===== src/rtl/fwd_pkg.sv =====
package fwd_pkg;

    localparam int REG_W      = 5;
    localparam int NUM_STAGES = 2;  // index 0 = memory stage (newest), 1 = write-back
    localparam int NUM_OPS    = 2;

    typedef logic [REG_W-1:0] reg_idx_t;

    typedef enum logic [1:0] {
        SEL_RF  = 2'b00,
        SEL_WB  = 2'b01,
        SEL_MEM = 2'b10
    } fwd_sel_e;

    typedef struct packed {
        logic     wr;
        reg_idx_t dst;
    } producer_t;

    // Select code for a producer at a given age; younger stages come first.
    function automatic fwd_sel_e stage_sel(input int idx);
        return (idx == 0) ? SEL_MEM : SEL_WB;
    endfunction

endpackage


===== src/rtl/fwd_match.sv =====
module fwd_match
    import fwd_pkg::*;
(
    input  reg_idx_t  src,
    input  producer_t prod,
    output logic      hit
);
    logic dst_live;

    // Register zero is hard-wired and is never a forwarding target.
    assign dst_live = prod.wr && (prod.dst != '0);
    assign hit      = dst_live && (prod.dst == src);
endmodule


===== src/rtl/fwd_operand_sel.sv =====
module fwd_operand_sel
    import fwd_pkg::*;
(
    input  reg_idx_t  src,
    input  producer_t prods [NUM_STAGES],
    output fwd_sel_e  sel
);
    logic [NUM_STAGES-1:0] hits;

    for (genvar s = 0; s < NUM_STAGES; s++) begin : g_stage
        fwd_match u_match (
            .src  (src),
            .prod (prods[s]),
            .hit  (hits[s])
        );
    end

    // Walk from oldest to newest so the newest hit is written last and wins.
    always_comb begin
        sel = SEL_RF;
        for (int s = NUM_STAGES - 1; s >= 0; s--) begin
            if (hits[s]) sel = stage_sel(s);
        end
    end
endmodule


===== src/rtl/fwd_unit.sv =====
module fwd_unit
    import fwd_pkg::*;
(
    input  logic [REG_W-1:0] ex_src_a,
    input  logic [REG_W-1:0] ex_src_b,
    input  logic             mem_wr,
    input  logic [REG_W-1:0] mem_dst,
    input  logic             wb_wr,
    input  logic [REG_W-1:0] wb_dst,
    output logic [1:0]       sel_a,
    output logic [1:0]       sel_b
);
    producer_t prods [NUM_STAGES];
    reg_idx_t  srcs  [NUM_OPS];
    fwd_sel_e  sels  [NUM_OPS];

    assign prods[0] = '{wr: mem_wr, dst: mem_dst};
    assign prods[1] = '{wr: wb_wr,  dst: wb_dst};
    assign srcs[0]  = ex_src_a;
    assign srcs[1]  = ex_src_b;

    for (genvar o = 0; o < NUM_OPS; o++) begin : g_op
        fwd_operand_sel u_sel (
            .src   (srcs[o]),
            .prods (prods),
            .sel   (sels[o])
        );
    end

    assign sel_a = sels[0];
    assign sel_b = sels[1];
endmodule


===== config.mk =====
export PLATFORM = sky130hd
export DESIGN_NAME = fwd_unit
export DESIGN_NICKNAME = d
export VERILOG_FILES = /design/src/rtl/fwd_pkg.sv /design/src/rtl/fwd_match.sv /design/src/rtl/fwd_operand_sel.sv /design/src/rtl/fwd_unit.sv
export SDC_FILE = /design/constraint.sdc
export NUM_CORES = 1
export LEC_CHECK = 0
export ABC_AREA = 1
export BUFFER_PORTS_ARGS = -buffer_cell sky130_fd_sc_hd__buf_2
export CAP_MARGIN = 20
export CORE_AREA = 2 2 39 41
export DETAILED_ROUTE_END_ITERATION = 16
export DIE_AREA = 0 0 41 43
export SYNTH_ARGS = -nofsm -noshare
export SYNTH_HDL_FRONTEND = slang
export SYNTH_SLANG_ARGS = --single-unit

===== constraint.sdc =====
create_clock -name vclk -period 1.1
set_clock_uncertainty 0.2 [all_clocks]
set_input_delay 0.22 -clock vclk [all_inputs]
set_output_delay 0.22 -clock vclk [all_outputs]
set_load 0.01 [all_outputs]

Yosys cells after proc, flatten, opt, wreduce, memory -nomap -nowiden --
Index checks and enable logic that the tools add are counted.
Operators by class: mux-type cells 4, equality and inequality tests 4, reductions and logical operators 8
Operators by type and width (number):
- $eq A5 B5 Y1 | 4
- $reduce_bool A5 Y1 | 2
- $logic_and A1 B1 Y1 | 6
- $mux W2 | 2
- $mux W1 | 2
Word-level totals: input bits 22, logic and storage cells 16, output and inout port bits 4, register bits after elaboration 0

Longest topological paths before layout --
Gate-level depths: netlist of the first run.
depth in word-level cells 5, depth in mapped cells 7, depth with buffers taken out 7

Cells and area by module --
A second synthesis of the first run with hierarchy kept.
Unflattened totals: cells, all modules 122, area total of the unflattened synthesis 500.5 sq um
Modules (own cells, without submodules):
- fwd_match | times used 4, cells each 29, area an instance 116.4 sq um, seq. area each 0.0 sq um
- fwd_operand_sel | times used 2, cells each 3, area an instance 17.5 sq um, seq. area each 0.0 sq um

Worst setup path before layout of the first run --
No wires, ideal clock.
kind input-to-output, start in mem_dst[1], end out sel_a[1], arrival 0.721 ns, cell stages on the path 7, data required time 0.680 ns, buffers on the path 1, setup slack -0.041 ns, cell sequence inv_1 > nand2_1 > nand2_1 > nor2_1 > nand3_1 > nor2_2 > buf_4
On the way: cells in the longest elaborated chain, start to end 4, elaborated cells on any way between the ends 5, classes of those cells eq/ne (1); mux (1); reduce/logical (3)
Ends and longest elaborated chain:
- start, declared | RTL line fwd_unit.sv:7 | input logic [REG_W-1:0] mem_dst,
- $reduce_bool A5 Y1 | RTL line fwd_match.sv:11 | assign dst_live = prod.wr && (prod.dst != '0);
- $logic_and A1 B1 Y1 | RTL line fwd_match.sv:11
- $logic_and A1 B1 Y1 (*) | RTL line fwd_match.sv:12 | assign hit = dst_live && (prod.dst == src);
- via g_op[0].u_sel.g_stage[0].u_match.hit | RTL line fwd_match.sv:6 | output logic hit
- $mux W2 (*) | RTL line fwd_operand_sel.sv:22 | if (hits[s]) sel = stage_sel(s);
- end, declared | RTL line fwd_unit.sv:10 | output logic [1:0] sel_a,
Mark *: on every way through the listed nets, which the timed path passes. The rest lies on a longest branch.

Worst setup path in the final report of the first run --
start in ex_src_b[3], end out sel_b[0]
On the way: cells in the longest elaborated chain, start to end 4, elaborated cells on any way between the ends 6, classes of those cells eq/ne (2); mux (2); reduce/logical (2)
Ends and longest elaborated chain:
- start, declared | RTL line fwd_unit.sv:5 | input logic [REG_W-1:0] ex_src_b,
- $eq A5 B5 Y1 | RTL line fwd_match.sv:12
- $logic_and A1 B1 Y1 | RTL line fwd_match.sv:12
- $mux W1 | RTL line fwd_operand_sel.sv:22
- $mux W2 (*) | RTL line fwd_operand_sel.sv:22
- end, declared | RTL line fwd_unit.sv:11 | output logic [1:0] sel_b
Every way passes the cells marked *; elsewhere a longest branch is shown, timed or not.

==> impl_metrics.yaml, run 1 <==
pwr:
  power_frac_comb: 1.000
  pwr_density_cell_nw_per_um2: 360
  power.total_uw: 242
  power.leakage_uw: 0.000386
  p_int_uw: 133
  pwr-share-seq: 0
  p_sw_frac: 0.452
  ir_drop_mv: 0.144
  pwr-share-clk: 0
  p_switching_uw: 110
logic_synthesis:
  synth.area.top_cells: "nand2_1 31%, xnor2_1 16%, nor2_1 13%"
  syn_inst: 78
  syn-cell-area_sq_um: 372
  yosys.area.top_type: "nand2_1"
  ys_warn_count: 0
  ys_seq_area_frac: 0
  yosysMostFrequentCell: "nand2_1"
  synth_area_per_cell_sq_um: 4.76
  syn_nets: 100
  synth_top_area_share: 0.313
  synthTopCellsByCount: "31 x nand2_1, 13 x nor2_1, 10 x inv_1, 7 x xnor2_1, 4 x xor2_1"
  synth_cell_types: 12
sta:
  worstMarginPinSlew_ps: 139
  timing.hold.ws_ps: 587
  slew_violations: 0
  fmax_ghz: 0.739
  fin_crit_sh: 1.23
  slew_headroom: 0.907
  rsz0062_at_grt: "yes"
  fin_crit_ps: 1350
  timing.final.ws_setup_ps: -253
  finalSetupViolCount: 4
  hold_violations: 0
final_layout:
  final.clkbuf_count: 0
  seq_cell_count: 0
  synthToLayoutAreaGrowth_pct: 80.8
  antenna_cells: 0
  final_util: 0.486
  final_layout_size_suffix_gt1_frac: 0.480
  regArea_sq_um: 0
  n_fill_cell: 163
  finalNetCount: 126
  multiInputGateArea_sq_um: 363
run:
  maxCapViolCount: 0
setup_path:
  cp.required_ps: 680
  critPathMaxFanout: 3
  arrival_ps: 930
  end_kind: "output port"
  critPathKind: "in2out"
  startpoint_type: "input port"
clock_tree:
  cts_setup_buffers: 0
  holdBufCountCts: 0
min_path:
  hold_class: "in2out"
placement:
  port_buffers: 26
  pre_cts_ws_ps: -329
  routabilityCongestion: 0.748
  dp_hpwl_um: 864
die:
  start_util: 0.269
  coreArea_sq_um: 1380
  pin_count: 26
  die_area_sq_um: 1760
  die_w_um: 41
  die_h_um: 43
  rows: 14
drt:
  wl_per_cell_um: 8.99
  vias: 510
  drtIter0Drc: 5
  drc: 0
  routed_wl_um: 1060
  first_pass_iters: 2
  vias_per_cell: 4.32
  antenna_left: 0
global_routing:
  first_global_vias: 408
  overflow: 0
  track_usage: 0.113
  grt_pass1_wl_um: 1480
  grt_max_degree: 5
  antenna_found_initial: 0
status:
  violations: "setup timing"
  outcome: "complete, but fails checks"
-- what timing repair did --
action	in CTS	in global routing
hold endpoints to repair	0	0
setup endpoints to repair	4	4
resized for setup	15	29
pin swaps	10	26
-- layout make-up --
class,instances,area share
inverter,13,0.0838
multi-input combinational,63,0.540
timing repair buffer,26,0.346
tap,16,0.0298
-- power by group through the flow --
stage	clock network, uW	logic (uW)	registers, uW
6_report	0	242	0
5_1_grt	0	267	0
4_1_cts	0	200	0
3_5_place_dp	0	173	0
3_3_place_gp	0	171	0
2_1_floorplan	0	95.5	0
-- through the flow --
step / instances / area (sq um) / TNS [ps]
after global placement: 118 / 507 / -1040
after floorplan: 78 / 372 / -146
after CTS: 118 / 574 / -1060
after global routing: 118 / 672 / -1140
final: 118 / 672 / -914
after detailed placement: 118 / 507 / -1210
-- routing by layer --
metal  GRT usage  share of wire
met1       0.142           0.41
met5           0              0
met2       0.209           0.50
met3     0.00524          0.081
met4           0              0
-- path summary, 6_finish.rpt --
path	from	endpoint	slack [ps]	cells past startpoint
min	mem_wr	sel_b[1]	590	4
max	ex_src_b[3]	sel_b[0]	-250	8
-- kinds of logic after synthesis --
group | Yosys count | synth area share
XOR/XNOR | 11 | 0.259
buffers and inverters | 15 | 0.172
AND/OR/NAND/NOR | 51 | 0.556
AO/OA/AOI/OAI | 1 | 0.0135
-- cell usage in the layout (no fill, tap or decap) --
master,n
buf_2,12
buf_6,10
buf_8,4
inv_1,6
inv_2,4
inv_4,3
nand2_1,25
nand2_2,6
nand3_1,3
nand3b_1,1
nand4_1,1
nor2_1,9
nor2_2,6
o21ai_1,1
xnor2_1,3
xnor2_2,4
xor2_1,4
-- worst max-delay path, cell delays in order --
cell and delay, ps:
buf_8 100, nand2_1 50, nand2_1 60, nor2_2 120, nand3_1 90, nor2_2 100, nor2_1 50, buf_2 130
(Power assumes the default switching activity.)
==> run 2, diff against run 1 <==
Settings changed: ABC_AREA 1 to default, REMOVE_ABC_BUFFERS from default to 1.
==> run 2 against run 1 <==
Against the previous run:
- the flow still finishes with violations (setup timing)
- fmax decreased by 26%
- largest cell class unchanged
- via count decreased by 19%
- synthesized cell count decreased by 54%
- critical endpoint is now sel_a[0]
==> impl_metrics.yaml, run 2 <==
logic_synthesis:
  synth.area.top_cells: "xnor2_1 49%, xor2_1 12%, nor4_2 8.8%"
  synth_area_per_cell_sq_um: 7.92
  ys_warn_count: 0
  synth_cell_types: 11
  yosysMostFrequentCell: "xnor2_1"
  yosys.area.top_type: "xnor2_1"
  syn-cell-area_sq_um: 285
  synthTopCellsByCount: "16 x xnor2_1, 4 x xor2_1"
  syn_inst: 36
  synth_top_area_share: 0.491
  ys_seq_area_frac: 0
setup_path:
  cp.required_ps: 680
  startpoint_type: "input port"
  end_kind: "output port"
  arrival_ps: 1410
  max_stage_delay_ps: 540
  crit_family: "simple AND/OR/NAND/NOR gates"
  cp_cell_sequence: "buf_6 > or4_4 > o21ai_4 > nor4_4 > nor4_2 > buf_2"
  critPathKind: "in2out"
  crit_buf_inv: 2
  critPathMaxFanout: 2
  slowest_stage: "or4_4"
sta:
  timing.hold.ws_ps: 595
  slew_violations: 0
  fin_crit_ps: 1830
  timing.final.ws_setup_ps: -726
  fin_crit_sh: 1.66
  fmax_ghz: 0.548
  rsz0062_at_grt: "yes"
  finalSetupViolCount: 4
  slew_headroom: 0.833
  hold_violations: 0
  worstMarginPinSlew_ps: 250
die:
  die_w_um: 41
  coreArea_sq_um: 1380
  rows: 14
  die_h_um: 43
  die_area_sq_um: 1760
  pin_count: 26
  start_util: 0.206
drt:
  drtIter0Drc: 1
  antenna_left: 0
  vias_per_cell: 4.39
  routed_wl_um: 974
  first_pass_iters: 2
  wl_per_cell_um: 10.4
  drc: 0
  vias: 413
global_routing:
  grt_pass1_wl_um: 1540
  overflow: 0
  first_global_vias: 397
  track_usage: 0.118
  antenna_found_initial: 0
  grt_max_degree: 4
placement:
  dp_hpwl_um: 831
  port_buffers: 26
  post-place-cells: 94
  routabilityCongestion: 0.698
status:
  violations: "setup timing"
  outcome: "complete, but fails checks"
clock_tree:
  holdBufCountCts: 0
final_layout:
  n_fill_cell: 148
  finalNetCount: 102
  final_cell_mix: "23 x buf_2, 18 x buf_4, 12 x xnor2_1"
  synthToLayoutAreaGrowth_pct: 128
  final_layout_size_suffix_gt1_frac: 0.705
  regArea_sq_um: 0
  final_cells: 94
  seq_cell_count: 0
  final.clkbuf_count: 0
  final_common_cell: "buf_2"
  antenna_cells: 0
min_path:
  whs_path_depth: 4
  hold_class: "in2out"
  worstHoldStart: "wb_wr"
  holdPathEnd: "sel_a[0]"
run:
  maxCapViolCount: 0
pwr:
  power.leakage_uw: 0.000297
  ir_drop_mv: 0.179
  pwr_density_cell_nw_per_um2: 371
run 2: cell count changes after synthesis, sizes merged:
cell    before  now
nand2       31    2
nor2        15    1
inv         13    0
xnor2        7   16
nor4         0    4
or4          0    2
nand3        3    2
nand3b       1    0
nand4        1    2
run 2: repair_timing:
action / 4_1_cts / 5_1_grt
hold endpoints to repair: 0 / 0
gates resized for setup: 9 / 5
pin swaps: 6 / 4
setup endpoints to repair: 4 / 4
setup buffers: 0 / 0
run 2: worst max-delay path by stage:
| stage | cells past startpoint | slack (ps) | to | from |
|---|---|---|---|---|
| finish | 6 | -730 | sel_a[0] | mem_dst[1] |
| floorplan | 4 | -680 | sel_b[0] | mem_dst[3] |
| global placement | 6 | -840 | sel_a[0] | mem_dst[3] |
| CTS | 6 | -820 | sel_b[0] | mem_dst[1] |
| global route | 6 | -800 | sel_b[0] | mem_dst[1] |
| detailed placement | 6 | -850 | sel_b[0] | mem_dst[3] |
run 2: layout make-up:
cell class	count	area (sq um)	area share
multi-input cells	34	347	0.533
well taps	16	20.0	0.0308
repair buffers	44	284	0.437
run 2: where the power goes:
group	total (uW)	internal (uW)	leakage, uW	switching [uW]
clock	0	0	0	0
sequential	0	0	0	0
combinational	241	137	0.000297	104
run 2: cell families after synthesis:
group | after synthesis | synth area share
xor gates and xnor gates | 20 | 0.614
and+or+nand+nor | 13 | 0.303
buffers and inverters | 2 | 0.0526
AOI/OAI and AO/OA | 1 | 0.0307
run 2: routing by layer:
layer,up-vias,global-route usage,share of wire
li1,212,-,-
met1,184,0.168,0.38
met2,17,0.203,0.56
met3,0,0,0.064
met4,0,0,0
met5,-,0,0
run 2: metrics by stage:
stage,setup slack [ps],total power (uW),setup TNS [ps],util,area (sq um)
6_report,-726,241,-2790,0.470,651
4_1_cts,-823,225,-2990,0.445,616
2_1_floorplan,-684,78.1,-1950,-,270
3_5_place_dp,-847,199,-3050,0.401,556
3_3_place_gp,-838,198,-3050,0.401,556
5_1_grt,-798,264,-3020,0.470,651
==> run 3, diff against run 2 <==
Clock period 1.1 ns to 2 ns, I/O delays scaled along.
==> run 3 against run 2 <==
Against the previous run:
- the flow still finishes with violations (setup timing)
- sequential share of layout area unchanged
- critical path depth is the same
- global-route usage fell by 0.40 points
- via count fell by 5.6%
- sequential cell count is the same
- cell count is 6.4% lower
- worst hold slack better by 360 ps
- first-iteration DRC count did not move
- critical endpoint is now sel_b[0]
- combinational power fell by 46%
- utilization is 1.9 points lower
==> impl_metrics.yaml, run 3 (synthesized netlist as in run 2, its figures left out) <==
run:
  maxCapViolCount: 0
drt:
  vias_per_cell: 4.43
  antenna_left: 0
  drtIter0Drc: 1
  routed_wl_um: 961
  wl_per_cell_um: 10.9
  first_pass_iters: 2
  vias: 390
  drc: 0
pwr:
  p_sw_frac: 0.450
  pwr-share-clk: 0
  power_frac_comb: 1.000
  p_int_uw: 71.1
  pwr_density_cell_nw_per_um2: 207
  ir_drop_mv: 0.109
  power.leakage_uw: 0.000277
  p_switching_uw: 58.1
  pwr-share-seq: 0
sta:
  slew_headroom: 0.829
  fin_crit_sh: 1.13
  slew_violations: 0
  fin_crit_ps: 2260
  finalSetupViolCount: 4
  worstMarginPinSlew_ps: 254
  timing.final.ws_setup_ps: -261
  fmax_ghz: 0.442
  hold_violations: 0
  rsz0062_at_grt: "yes"
  timing.hold.ws_ps: 956
setup_path:
  crit_buf_inv: 2
  cp_cell_sequence: "buf_6 > or4_4 > o21ai_4 > nor4_4 > nor4_2 > buf_2"
  startpoint_type: "input port"
  critPathMaxFanout: 2
  max_stage_delay_ps: 540
  slowest_stage: "or4_4"
  crit_family: "simple AND/OR/NAND/NOR gates"
  end_kind: "output port"
  arrival_ps: 1660
  cp.depth: 6
  cp.required_ps: 1400
  critPathKind: "in2out"
  critPathLaunch: "mem_dst[1]"
final_layout:
  final.clkbuf_count: 0
  final_cell_mix: "22 x buf_2, 12 x buf_4, 11 x xnor2_1"
  final_util: 0.451
  seq_cell_count: 0
  synthToLayoutAreaGrowth_pct: 119
  regArea_sq_um: 0
  final_common_cell: "buf_2"
  finalNetCount: 96
  n_fill_cell: 147
  final_layout_size_suffix_gt1_frac: 0.708
  antenna_cells: 0
min_path:
  holdPathEnd: "sel_b[0]"
  hold_class: "in2out"
  whs_path_depth: 4
  worstHoldStart: "wb_wr"
die:
  rows: 14
  start_util: 0.206
  die_h_um: 43
  die_w_um: 41
  die_area_sq_um: 1760
  pin_count: 26
  coreArea_sq_um: 1380
status:
  outcome: "complete, but fails checks"
  violations: "setup timing"
global_routing:
  grt_max_degree: 4
  first_global_vias: 408
  grt_pass1_wl_um: 1490
  overflow: 0
  track_usage: 0.114
  antenna_found_initial: 0
clock_tree:
  holdBufCountCts: 0
placement:
  routabilityCongestion: 0.704
  port_buffers: 26
-- run 3: final cells by class --
type	count	area, sq um	area share
well taps	16	20.0	0.0321
repair buffers	38	245	0.393
multi-input cells	34	359	0.575
-- run 3: worst max-delay path by stage --
stage,to
after floorplan,sel_b[0]
after global placement,sel_a[0]
after detailed placement,sel_b[0]
after CTS,sel_b[0]
after global routing,sel_b[0]
final,sel_b[0]
-- run 3: tightest hold or removal path, cell delays in order --
cell	delay, ps
buf_2	110
nand4_1	80
nor4_2	40
buf_2	130
-- run 3: routing by layer --
| layer | global-route usage | wire length [um] | up-vias |
|---|---|---|---|
| met5 | 0 | 0 | - |
| met4 | 0 | 0 | 0 |
| met3 | 0 | 70 | 0 |
| met2 | 0.194 | 532 | 17 |
| met1 | 0.165 | 357 | 173 |
| li1 | - | - | 200 |
-- run 3: per-stage QoR --
stage	power, uW	instances	setup WS (ps)	area [sq um]	TNS (ps)
6_report	129	88	-261	624	-732
4_1_cts	115	88	-295	571	-847
5_1_grt	140	88	-330	624	-916
3_5_place_dp	101	88	-328	510	-960
2_1_floorplan	43.0	34	-144	270	-267
3_3_place_gp	100	88	-300	510	-887
-- run 3: what timing repair did --
action / CTS / global route
setup buffers: 0 / 1
pin swaps: 6 / 4
cloned: 0 / 0
setup endpoints to repair: 4 / 4
resized for setup: 9 / 8
-- run 3: power by group through the flow --
stage | combinational (uW) | clock [uW] | sequential [uW]
after floorplan | 43.0 | 0 | 0
after global placement | 100 | 0 | 0
after detailed placement | 101 | 0 | 0
after CTS | 115 | 0 | 0
after global routing | 140 | 0 | 0
final | 129 | 0 | 0
